--- config.mk ---
export PLATFORM = sky130hd
export DESIGN_NAME = sm_fixdiv
export DESIGN_NICKNAME = d
export VERILOG_FILES = /design/src/rtl/sm_fixdiv_pkg.sv /design/src/rtl/sm_fixdiv_ctrl.sv /design/src/rtl/sm_fixdiv_core.sv /design/src/rtl/sm_fixdiv_pack.sv /design/src/rtl/sm_fixdiv.sv
export SDC_FILE = /design/constraint.sdc
export NUM_CORES = 1
export LEC_CHECK = 0
export ABC_AREA = 1
export BUFFER_PORTS_ARGS = -buffer_cell sky130_fd_sc_hd__buf_2
export CORE_MARGIN = 8
export CORE_UTILIZATION = 50
export DETAILED_ROUTE_END_ITERATION = 12
export PLACE_DENSITY = 0.78
export RECOVER_POWER = 25
export SLEW_MARGIN = 20
export SYNTH_ARGS = -nofsm -noshare
export SYNTH_HDL_FRONTEND = slang
export SYNTH_SLANG_ARGS = --single-unit
--- constraint.sdc ---
create_clock -name clk -period 5.46 [get_ports clk]
set_input_delay 1.092 -clock clk [delete_from_list [all_inputs] [get_ports clk]]
set_output_delay 1.092 -clock clk [all_outputs]
set_load 0.1 [all_outputs]
--- src/rtl/sm_fixdiv_pkg.sv ---
package sm_fixdiv_pkg;

  // Sequencer phases of the divider.
  typedef enum logic [1:0] {
    PH_IDLE = 2'd0,   // result valid, ready to accept
    PH_RUN  = 2'd1,   // one quotient bit per edge
    PH_FIN  = 2'd2    // pack result into output registers
  } phase_t;

  // Sign of a quotient from the two operand signs.
  function automatic logic quo_sign(input logic sa, input logic sb);
    return sa ^ sb;
  endfunction

endpackage

--- src/rtl/sm_fixdiv_ctrl.sv ---
module sm_fixdiv_ctrl
  import sm_fixdiv_pkg::*;
#(
  parameter int STEPS = 46
) (
  input  logic clk,
  input  logic rst_n,
  input  logic go,
  output logic accept,
  output logic step_en,
  output logic fin_en,
  output logic done
);

  localparam int CW = $clog2(STEPS + 1);

  phase_t        phase_q;
  logic [CW-1:0] cnt_q;
  logic          last_step;

  assign done      = (phase_q == PH_IDLE);
  assign accept    = done && go;
  assign step_en   = (phase_q == PH_RUN);
  assign fin_en    = (phase_q == PH_FIN);
  assign last_step = step_en && (cnt_q == CW'(STEPS - 1));

  always_ff @(posedge clk or negedge rst_n) begin
    if (!rst_n) begin
      phase_q <= PH_IDLE;
      cnt_q   <= '0;
    end else begin
      unique case (phase_q)
        PH_IDLE: if (go) begin
          phase_q <= PH_RUN;
          cnt_q   <= '0;
        end
        PH_RUN: begin
          cnt_q <= cnt_q + 1'b1;
          if (last_step) phase_q <= PH_FIN;
        end
        PH_FIN:  phase_q <= PH_IDLE;
        default: phase_q <= PH_IDLE;
      endcase
    end
  end

endmodule

--- src/rtl/sm_fixdiv_core.sv ---
module sm_fixdiv_core #(
  parameter int N = 32,
  parameter int Q = 15
) (
  input  logic              clk,
  input  logic              rst_n,
  input  logic              load,
  input  logic              step,
  input  logic [N-2:0]      a_mag,
  input  logic [N-2:0]      b_mag,
  output logic [N+Q-2:0]    q_full,
  output logic              b_zero
);

  localparam int M  = N - 1;      // magnitude width
  localparam int QW = M + Q;      // width of the extended dividend / raw quotient

  logic [M-1:0]  rem_q;
  logic [QW-1:0] acc_q;   // dividend bits leave at the top, quotient bits enter at the bottom
  logic [M-1:0]  div_q;

  // One restoring step: bring in a bit, subtract if it fits.
  // Returns {quotient bit, new partial remainder}.
  function automatic logic [M:0] trial(input logic [M-1:0] r,
                                       input logic          nb,
                                       input logic [M-1:0]  d);
    logic [M:0] shifted;
    logic [M:0] diff;
    shifted = {r, nb};
    diff    = shifted - {1'b0, d};
    if (shifted >= {1'b0, d}) return {1'b1, diff[M-1:0]};
    else                      return {1'b0, shifted[M-1:0]};
  endfunction

  logic [M:0] nxt;
  assign nxt = trial(rem_q, acc_q[QW-1], div_q);

  always_ff @(posedge clk or negedge rst_n) begin
    if (!rst_n) begin
      rem_q <= '0;
      acc_q <= '0;
      div_q <= '0;
    end else if (load) begin
      rem_q <= '0;
      acc_q <= {a_mag, {Q{1'b0}}};
      div_q <= b_mag;
    end else if (step) begin
      rem_q <= nxt[M-1:0];
      acc_q <= {acc_q[QW-2:0], nxt[M]};
    end
  end

  assign q_full = acc_q;
  assign b_zero = (div_q == '0);

endmodule

--- src/rtl/sm_fixdiv_pack.sv ---
module sm_fixdiv_pack #(
  parameter int N = 32,
  parameter int Q = 15
) (
  input  logic [N+Q-2:0] q_full,
  input  logic           b_zero,
  input  logic           sign,
  output logic [N-1:0]   quo,
  output logic           ovf
);

  localparam int M = N - 1;

  // Raw quotient does not fit the magnitude field.
  function automatic logic too_wide(input logic [M+Q-1:0] q);
    return |q[M+Q-1:M];
  endfunction

  // Magnitude after overflow / zero-divisor handling.
  function automatic logic [M-1:0] mag_of(input logic [M+Q-1:0] q, input logic z);
    return z ? {M{1'b1}} : q[M-1:0];
  endfunction

  assign ovf = b_zero | too_wide(q_full);
  assign quo = {sign, mag_of(q_full, b_zero)};

endmodule

--- src/rtl/sm_fixdiv.sv ---
module sm_fixdiv
  import sm_fixdiv_pkg::*;
#(
  parameter int N = 32,
  parameter int Q = 15
) (
  input  logic         clk,
  input  logic         rst_n,
  input  logic [N-1:0] dvd_i,
  input  logic [N-1:0] dvs_i,
  input  logic         go_i,
  output logic [N-1:0] quo_o,
  output logic         done_o,
  output logic         ovf_o
);

  localparam int STEPS = N + Q - 1;   // one per raw quotient bit

  // Named internal events, visible to the checker.
  logic           accept;
  logic           step_en;
  logic           fin_en;
  logic [N+Q-2:0] q_full;
  logic           b_zero;
  logic           sign_q;
  logic [N-1:0]   quo_nxt;
  logic           ovf_nxt;

  sm_fixdiv_ctrl #(.STEPS(STEPS)) u_ctrl (
    .clk     (clk),
    .rst_n   (rst_n),
    .go      (go_i),
    .accept  (accept),
    .step_en (step_en),
    .fin_en  (fin_en),
    .done    (done_o)
  );

  sm_fixdiv_core #(.N(N), .Q(Q)) u_core (
    .clk    (clk),
    .rst_n  (rst_n),
    .load   (accept),
    .step   (step_en),
    .a_mag  (dvd_i[N-2:0]),
    .b_mag  (dvs_i[N-2:0]),
    .q_full (q_full),
    .b_zero (b_zero)
  );

  sm_fixdiv_pack #(.N(N), .Q(Q)) u_pack (
    .q_full (q_full),
    .b_zero (b_zero),
    .sign   (sign_q),
    .quo    (quo_nxt),
    .ovf    (ovf_nxt)
  );

  always_ff @(posedge clk or negedge rst_n) begin
    if (!rst_n) begin
      sign_q <= 1'b0;
      quo_o  <= '0;
      ovf_o  <= 1'b0;
    end else begin
      if (accept) sign_q <= quo_sign(dvd_i[N-1], dvs_i[N-1]);
      if (fin_en) begin
        quo_o <= quo_nxt;
        ovf_o <= ovf_nxt;
      end
    end
  end

endmodule

* Word-level counts from Yosys, hierarchy flattened
Cells that the tools add are included.
** Word-level totals
- Bits in latches :: 0
- Register bits after elaboration :: 150
- Input bits :: 67
- Word-level logic and storage cells :: 38
- Memories kept :: 0
- Memory bits (read-only) :: 0
- Output and inout bits :: 34
- RAM bits :: 0
** Operators by class
- Multiply operators :: 0
- Bitwise logic cells :: 2
- Eq/ne operators :: 5
- Div/mod/pow operators :: 0
- Order comparisons :: 1
- Mux-type cells :: 11
- Shift operators :: 0
- Reductions and logical operators :: 9
- Add/subtract/negate cells :: 2
** Operator list (number)
- $mux W31 :: 3
- $mux W46 :: 2
- $ge A32 B31 Y1 :: 1
- $mux W32 :: 1
- $logic_not A31 Y1 :: 1
- $sub A31 B31 Y31 :: 1
- $reduce_or A15 Y1 :: 1
- $pmux W6 S2 :: 1
- $add A6 B1 Y6 const B :: 1
- $eq A6 B6 Y1 const B :: 1
- $mux W6 :: 1
- $mux W2 :: 2
- $ne A2 B2 Y1 const B :: 2
- $pmux W2 S2 :: 1
- $reduce_and A2 Y1 :: 2
- $reduce_bool A2 Y1 :: 2
- $eq A2 B1 Y1 const B :: 1
- $eq A2 B2 Y1 const B :: 1
- $logic_and A1 B1 Y1 :: 2
- $logic_not A2 Y1 :: 1
- $or A1 B1 Y1 :: 1
- $xor A1 B1 Y1 :: 1

* Longest topological paths before layout
Gate-level depths: netlist (run 1).
- Word-level depth :: 4
- Mapped depth :: 17
- Gate-level depth less buffers :: 16

* Cells and area by module
A second synthesis (run 1) with hierarchy kept.
** Second synthesis, totals
- Cell total of the unflattened synthesis :: 1295
- Area, all modules :: 9267.6 um^2
** By module, submodules not included
- sm_fixdiv_core :: instances 1, cells an instance 1042, area an instance 7191.9 um^2, seq. area each 2702.6 um^2
- sm_fixdiv :: instances 1, cells an instance 148, area an instance 1356.3 um^2, seq. area each 850.8 um^2
- sm_fixdiv_ctrl :: instances 1, cells an instance 55, area an instance 427.9 um^2, seq. area each 200.2 um^2
- sm_fixdiv_pack :: instances 1, cells an instance 50, area an instance 291.5 um^2, seq. area each 0.0 um^2

* Worst setup path before layout (run 1)
OpenSTA, ideal clock, no wires.
- Path kind :: reg2reg
- Start point :: reg u_ctrl.phase_q[1]
- End point :: reg u_core.acc_q[41], in the netlist u_core.q_full[41]
- Arrival :: 2.830 ns
- Setup slack :: 2.492 ns
- Period minus slack after synthesis :: 2.968 ns
- Library setup time :: 0.138 ns
- Buffers on the path :: 2
- Stages on the path, launching flop included :: 9
- Data required time :: 5.322 ns
- Cells stage by stage :: dfrtp_1 -> nor2_1 -> nand2_1 -> inv_1 -> nor2_2 -> inv_1 -> buf_2 -> buf_2 -> o221ai_1
** Between the ends
- Word-level cells in the longest chain between the ends :: 3
- Elaborated cells between the ends (all ways) :: 5
- Those cells by class :: eq/ne (1); mux (1); reduce/logical (3)
** Ends and longest elaborated chain
- from (decl) :: line sm_fixdiv_ctrl.sv:17 : phase_t phase_q;
- from (signal assigned) :: line sm_fixdiv_ctrl.sv:29 : phase_q <= PH_IDLE;
- from (signal assigned) :: line sm_fixdiv_ctrl.sv:34 : phase_q <= PH_RUN;
- from (signal assigned) :: line sm_fixdiv_ctrl.sv:39 : if (last_step) phase_q <= PH_FIN;
- $logic_not A2 Y1 * :: line sm_fixdiv_ctrl.sv:21 : assign done = (phase_q == PH_IDLE);
- net done_o :: line sm_fixdiv.sv:13 : output logic done_o,
- $logic_and A1 B1 Y1 * :: line sm_fixdiv_ctrl.sv:22 : assign accept = done && go;
- $mux W46 or $reduce_bool A2 Y1 (tied branches)
- to (signal assigned) :: line sm_fixdiv_core.sv:45 : acc_q <= {a_mag, {Q{1'b0}}};
- to (signal assigned) :: line sm_fixdiv_core.sv:49 : acc_q <= {acc_q[QW-2:0], nxt[M]};
- to (decl) :: line sm_fixdiv_core.sv:19 : logic [QW-1:0] acc_q;
Mark *: on every way through the listed nets, which the timed path passes. The rest lies on a longest branch.
A chain may end at the register's enable or synchronous reset.

* Final worst setup path (run 1)
- Start point :: reg u_ctrl.phase_q[1]
- End point :: reg u_core.acc_q[35], in the netlist u_core.q_full[35]
** Between the ends
- Word-level cells in the longest chain between the ends :: 3
- Elaborated cells between the ends (all ways) :: 5
- Those cells by class :: eq/ne (1); mux (1); reduce/logical (3)
** Ends and longest elaborated chain (line)
- $logic_not A2 Y1 :: sm_fixdiv_ctrl.sv:21
- $logic_and A1 B1 Y1 :: sm_fixdiv_ctrl.sv:22
- $mux W46 or $reduce_bool A2 Y1 (tied branches)
Parallel ways exist; a longest one is shown, timed or not.

==> results.yml, run 1 <==
worst_setup_path:
  crit_required_ns: 5.74
  path_max_fanout: 39
  r2r-end: "u_core.q_full[35]"
  worstSetupEndpointType: "register"
  critPathLaunch: "u_ctrl.phase_q[1]"
  crit_end: "u_core.q_full[35]"
  start_kind: "register"
  r2r_start: "u_ctrl.phase_q[1]"
  critPathKind: "reg -> reg"
  r2r_slack_ns: 1.82
  reg2reg_depth: 7
  arrival_ns: 3.92
sta:
  slew_headroom_pct: -80.42
  tightest_slew_ns: 2.706
  tns_ns: 0
  finalCriticalPeriod_ns: 3.638
  fmax_mhz: 274.9
  final_max_slew_viol_count: 152
  finalSetupViolCount: 0
  finalHoldViolCount: 0
  timing.final.crit_share_pct: 66.63
  skew_ns: 0.01170
  rsz0062_at_grt: "false"
status:
  outcome: "finished, violations left"
  violations: "capacitance limit, slew limit"
floorplanning:
  coreArea_um2: 17840
  die_y_um: 150.4
  rows: 49
  boundaryPins: 101
  fp.dieW_um: 150.4
  dieArea_um2: 22610
  initial_utilization_pct: 50.59
logic_synthesis:
  syn_nets: 1342
  syn_area_um2: 9025
  syn_area_per_cell_um2: 7.272
  yosysSeqAreaShare_pct: 41.59
  synthCells: 1241
  ys_warn_count: 0
  ys_ff_latch: 150
  synth_cell_types: 43
route:
  ant_nets: 0
  via_per_inst: 5.179
  post-route-drc-count: 0
  drt_iter0_drc: 528
  drtPass1Iterations: 5
  num_vias: 8120
  wl_per_cell_um: 14.18
  wirelength_mm: 22.24
clock_tree:
  hold_buffers: 0
  clk_latency_ns: 0.43
  numCtsBuffers: 17
  cts_tree: "built"
  ctsRootBufferMaster: "clkbuf_16"
  path_clk_slew_ns: 0.07
  ctsHtreeMaxLevel: 4
  clk_path_buf_depth: 2
  post-cts-setup-buffer-count: 0
  cts.sinks: 150
  ctsResizeCount: 0
power:
  powerDensity_nw_per_um2: 754.8
  p_leak_nw: 5.528
  seq_power_share_pct: 24.2
  p_sw_share_pct: 49.54
  power_frac_comb_pct: 60.5
  clkPwrFrac_pct: 15.3
  p_sw_w: 0.003833
  peakVddDrop_uv: 323.3
  internal-power_w: 0.003905
layout:
  final_common_cell: "nand2_1"
  drive_above_1_share_pct: 14.04
  num_antenna_cells: 0
  nNetsFinal: 1427
  mostFrequentLayoutCells: "nand2_1, inv_1, dfrtp_1"
  syn2layout_area_growth_pct: 13.59
  final_cell_area_um2: 10250
global_routing:
  grt_pass1_vias: 7741
  grt_first_pass_wirelength_mm: 37.20
  track_usage_pct: 20.24
  overflow: 0
  grt_antenna_before_repair: 1
  grt_max_degree: 112
worst_hold_path:
  hp-class: "reg -> reg"
place:
  io_buffers: 100
  place_area_um2: 9671
  place.gp.congestion: 0.9272
  dp.final_hpwl_mm: 16.53
flow_run:
  maxCapViolations: 2
## state kept, by name, summed over array words and instances (netlist names)
| signal | flops |
|---|---|
| u_core.q_full | 46 |
| ovf_o | 1 |
| sign_q | 1 |
| u_ctrl.phase_q | 2 |
| quo_o | 32 |
| u_ctrl.cnt_q | 6 |
| u_core.div_q | 31 |
| u_core.rem_q | 31 |
## worst max-delay path, cell delays in order, from the launching register on
cell and delay (ns):
dfrtp_1 0.40, nor2_2 0.10, clkbuf_1 1.45, nor2_2 0.05
buf_4 0.33, inv_1 0.59, buf_4 0.39, o221ai_1 0.16
## cell families (layout without fill, tap and decap cells)
kind of cell               Yosys count  after routing  synth area share, %
and+or+nand+nor                    659            659                31.91
AOI/OAI and AO/OA                  138            138                9.455
adders and majority gates           34             34                4.797
xor gates and xnor gates            15             15                1.456
buffers and inverters              245            343                10.79
DFF                                150            150                41.59
## metal layers
layer	GRT usage (%)	wire [um]	vias to the layer above
li1	-	-	4091
met1	26.12	9969	3764
met5	0	14	-
met2	33.32	10350	229
met4	6.547	480	2
met3	4.238	1416	34
## cell type report
| class | instances | area [um2] |
|---|---|---|
| Fill cell | 1657 | 7590 |
| Inverter | 203 | 763.2 |
| Clock inverter | 14 | 161.4 |
| Sequential cell | 150 | 3754 |
| Tap cell | 229 | 286.5 |
| Multi-Input combinational cell | 846 | 4300 |
| Timing Repair Buffer | 108 | 556.8 |
| Clock buffer | 18 | 429.2 |
## how the worst min path moves through the flow
stage                   start        end  slack (ns)  cells after the start
CTS                 quo_o[16]  quo_o[16]        0.48                      2
global route        quo_o[22]  quo_o[22]        0.49                      2
global placement       sign_q  quo_o[31]        0.45                      2
detailed placement  quo_o[25]  quo_o[25]        0.46                      2
finish               quo_o[8]   quo_o[8]        0.47                      2
floorplan              sign_q  quo_o[31]        0.44                      2
## stage by stage
| step | cells | hold slack, ns | power [W] | setup slack, ns | utilization (%) |
|---|---|---|---|---|---|
| after global routing | 1568 | 0.4928 | 0.008493 | 1.559 | 57.46 |
| after floorplan | 1241 | 0.4422 | 0.005563 | 2.492 | - |
| after detailed placement | 1536 | 0.4606 | 0.006523 | 2.363 | 54.20 |
| after CTS | 1568 | 0.4788 | 0.007747 | 2.790 | 57.51 |
| after global placement | 1536 | 0.4519 | 0.006392 | 2.418 | 54.20 |
| final | 1568 | 0.4720 | 0.007738 | 1.822 | 57.46 |
## Yosys cell counts, drive strengths merged
master  instances  area share, %
a21oi          17            1.1
a22oi           1          0.083
and2            5           0.35
and3            1          0.069
buf            20            1.4
clkbuf         22           0.92
clkinv          1          0.055
dfrtp         150             42
fa              1           0.22
ha             33            4.6
inv           202            8.4
nand2         481             21
nand3          72            4.2
nand3b         16            1.3
nand4          14           0.97
nor2           55            2.9
nor3            5           0.40
nor4           10           0.69
o211ai          2           0.17
o21a            1          0.083
o21ai          69            3.8
o21bai          1          0.083
o221ai         29            2.8
o22a            1          0.097
o22ai          16            1.1
o31ai           1          0.083
xnor2          14            1.4
xor2            1          0.097
## power groups by stage
stage | Clock (W) | Sequential (W) | Combinational (W)
2_1_floorplan | 0 | 0.00193 | 0.00363
3_3_place_gp | 0 | 0.00186 | 0.00453
3_5_place_dp | 0 | 0.00187 | 0.00465
4_1_cts | 0.00120 | 0.00187 | 0.00468
5_1_grt | 0.00124 | 0.00192 | 0.00533
6_report | 0.00119 | 0.00187 | 0.00468
Power figures use the tool's default switching activity.
==> inputs of run 2 (changes only) <==
==> constraint.sdc (replaced) <==
create_clock -name clk -period 3.5 [get_ports clk]
set_input_delay 0.7 -clock clk [delete_from_list [all_inputs] [get_ports clk]]
set_output_delay 0.7 -clock clk [all_outputs]
set_load 0.1 [all_outputs]
==> results.yml, run 2 (synthesis gave the netlist of run 1 again) <==
sta:
  tightest_slew_ns: 1.802
  slew_headroom_pct: -20.15
  finalHoldViolCount: 0
  fmax_mhz: 377.9
  timing.final.crit_share_pct: 75.60
  tns_ns: 0
  finalCriticalPeriod_ns: 2.646
  fin_hold_ws_ns: 0.4709
  finalSetupViolCount: 0
  rsz0062_at_grt: "false"
  skew_ns: 0.01133
  final_max_slew_viol_count: 77
clock_tree:
  hold_buffers: 0
  numCtsBuffers: 17
  ctsResizeCount: 0
  clk_latency_ns: 0.43
  cts.sinks: 150
  cts_tree: "built"
  ctsRootBufferMaster: "clkbuf_16"
  ctsHtreeMaxLevel: 4
  post-cts-setup-buffer-count: 0
  clk_path_buf_depth: 2
  path_clk_slew_ns: 0.07
place:
  place.gp.congestion: 0.9739
  place_area_um2: 9706
  dp.final_hpwl_mm: 16.58
  placed_cells: 1539
  io_buffers: 100
layout:
  largest_reg_flops: 46
  final_common_cell: "nand2_1"
  nNetsFinal: 1430
  final_cell_area_um2: 10280
  nFillCells: 1648
  mostFrequentLayoutCells: "nand2_1, inv_1, dfrtp_1"
  final_cells: 1572
  syn2layout_area_growth_pct: 13.88
  drive_above_1_share_pct: 14.32
global_routing:
  track_usage_pct: 20.63
  grt_first_pass_wirelength_mm: 37.81
  grt_pass1_vias: 8029
  grt_antenna_before_repair: 0
  overflow: 0
  grt_max_degree: 77
worst_setup_path:
  reg2reg_depth: 16
  critPathSlowestCell: "fa_1"
  r2r-end: "u_core.rem_q[17]"
  start_kind: "register"
  timing.critical_path.slowest_cell_delay_ns: 0.43
  path_buf_inv: 2
  critPathTopFamily: "simple AND/OR/NAND/NOR gates"
  path_max_fanout: 32
  r2r_slack_ns: 0.85
  path_cells: "inv_1 -> ha_1 -> inv_1 -> fa_1 -> nand2_1 -> nand2_1 -> nand3_2 -> nand2_2 -> nand2_2 -> nand3_2 -> nand2_4 -> nand2_8 -> nand2_8 -> nand2_1 -> nand2_1 -> nand2_1"
  worst-path-stages: 16
  arrival_ns: 2.96
  crit_required_ns: 3.82
  worstSetupEndpointType: "register"
  critPathKind: "reg -> reg"
  r2r_start: "u_core.q_full[45]"
  path_common_cell: "nand2_1"
worst_hold_path:
  hp-start: "sign_q"
  hp-class: "reg -> reg"
  hold_depth: 2
  min_to: "quo_o[31]"
route:
  wirelength_mm: 22.63
  drt_iter0_drc: 571
  post-route-drc-count: 0
  via_per_inst: 5.160
  wl_per_cell_um: 14.40
  drtPass1Iterations: 5
  ant_nets: 0
  num_vias: 8112
flow_run:
  maxCapViolations: 1
floorplanning:
  boundaryPins: 101
  initial_utilization_pct: 50.59
  fp.dieW_um: 150.4
  die_y_um: 150.4
  rows: 49
  coreArea_um2: 17840
  dieArea_um2: 22610
status:
  outcome: "finished, violations left"
  violations: "capacitance limit, slew limit"
power:
  p_leak_nw: 5.531
  peakVddDrop_uv: 507.2
  powerDensity_nw_per_um2: 1173
==> run 2: cell types whose count changed in the layout (fill, tap and decap cells not counted), sizes merged <==
cell / change
buf: +3
clkinvlp: +3
clkinv: -1
clkbuf: -1
diode: +2
inv: -2
==> run 2: tightest hold or removal path: stages (launching register included) <==
cell	delay (ns)
dfrtp_1	0.34
nand2_1	0.05
nand2_1	0.05
==> run 2: area by class of cell <==
cell class	count	area, um2	share of cell area, %
diodes	2	5.005	0.04870
clock buffers	17	425.4	4.139
clock inverters	14	162.7	1.583
inverters	203	763.2	7.426
multi-input cells	846	4300	41.84
flip-flops and latches	150	3754	36.52
well taps	229	286.5	2.788
repair buffers	111	580.6	5.649
==> run 2: layer usage <==
metal / wire [um] / up-vias / track usage, %
li1: - / 4094 / -
met4: 518 / 0 / 6.997
met5: 0 / - / 0
met3: 1614 / 43 / 3.907
met1: 9895 / 3735 / 25.97
met2: 10600 / 240 / 34.91
==> run 2: how the worst max path moves through the flow <==
stage	start	to	slack [ns]
floorplan	u_ctrl.phase_q[1]	u_core.q_full[41]	0.53
global placement	u_core.q_full[45]	u_core.rem_q[19]	1.01
detailed placement	u_core.q_full[45]	u_core.rem_q[17]	0.89
CTS	u_core.q_full[45]	u_core.rem_q[17]	0.88
global route	rst_n	u_core.rem_q[12]	0.40
finish	u_core.q_full[45]	u_core.rem_q[17]	0.85
==> run 2: through the flow <==
| step | utilization (%) | worst slack (ns) | power [W] |
|---|---|---|---|
| floorplan | - | 0.5317 | 0.008678 |
| global placement | 54.40 | 1.013 | 0.009958 |
| detailed placement | 54.40 | 0.8901 | 0.01014 |
| CTS | 57.70 | 0.8763 | 0.01205 |
| global route | 57.58 | 0.3984 | 0.01324 |
| finish | 57.61 | 0.8540 | 0.01206 |
==> run 2: report_power, final <==
| group | internal (W) | leakage [nW] | switching [W] |
|---|---|---|---|
| logic | 0.00253 | 3.44 | 0.00475 |
| clock network | 0.00106 | 0.276 | 0.000786 |
| registers | 0.00248 | 1.81 | 0.000438 |
| total | 0.00608 | 5.53 | 0.00598 |
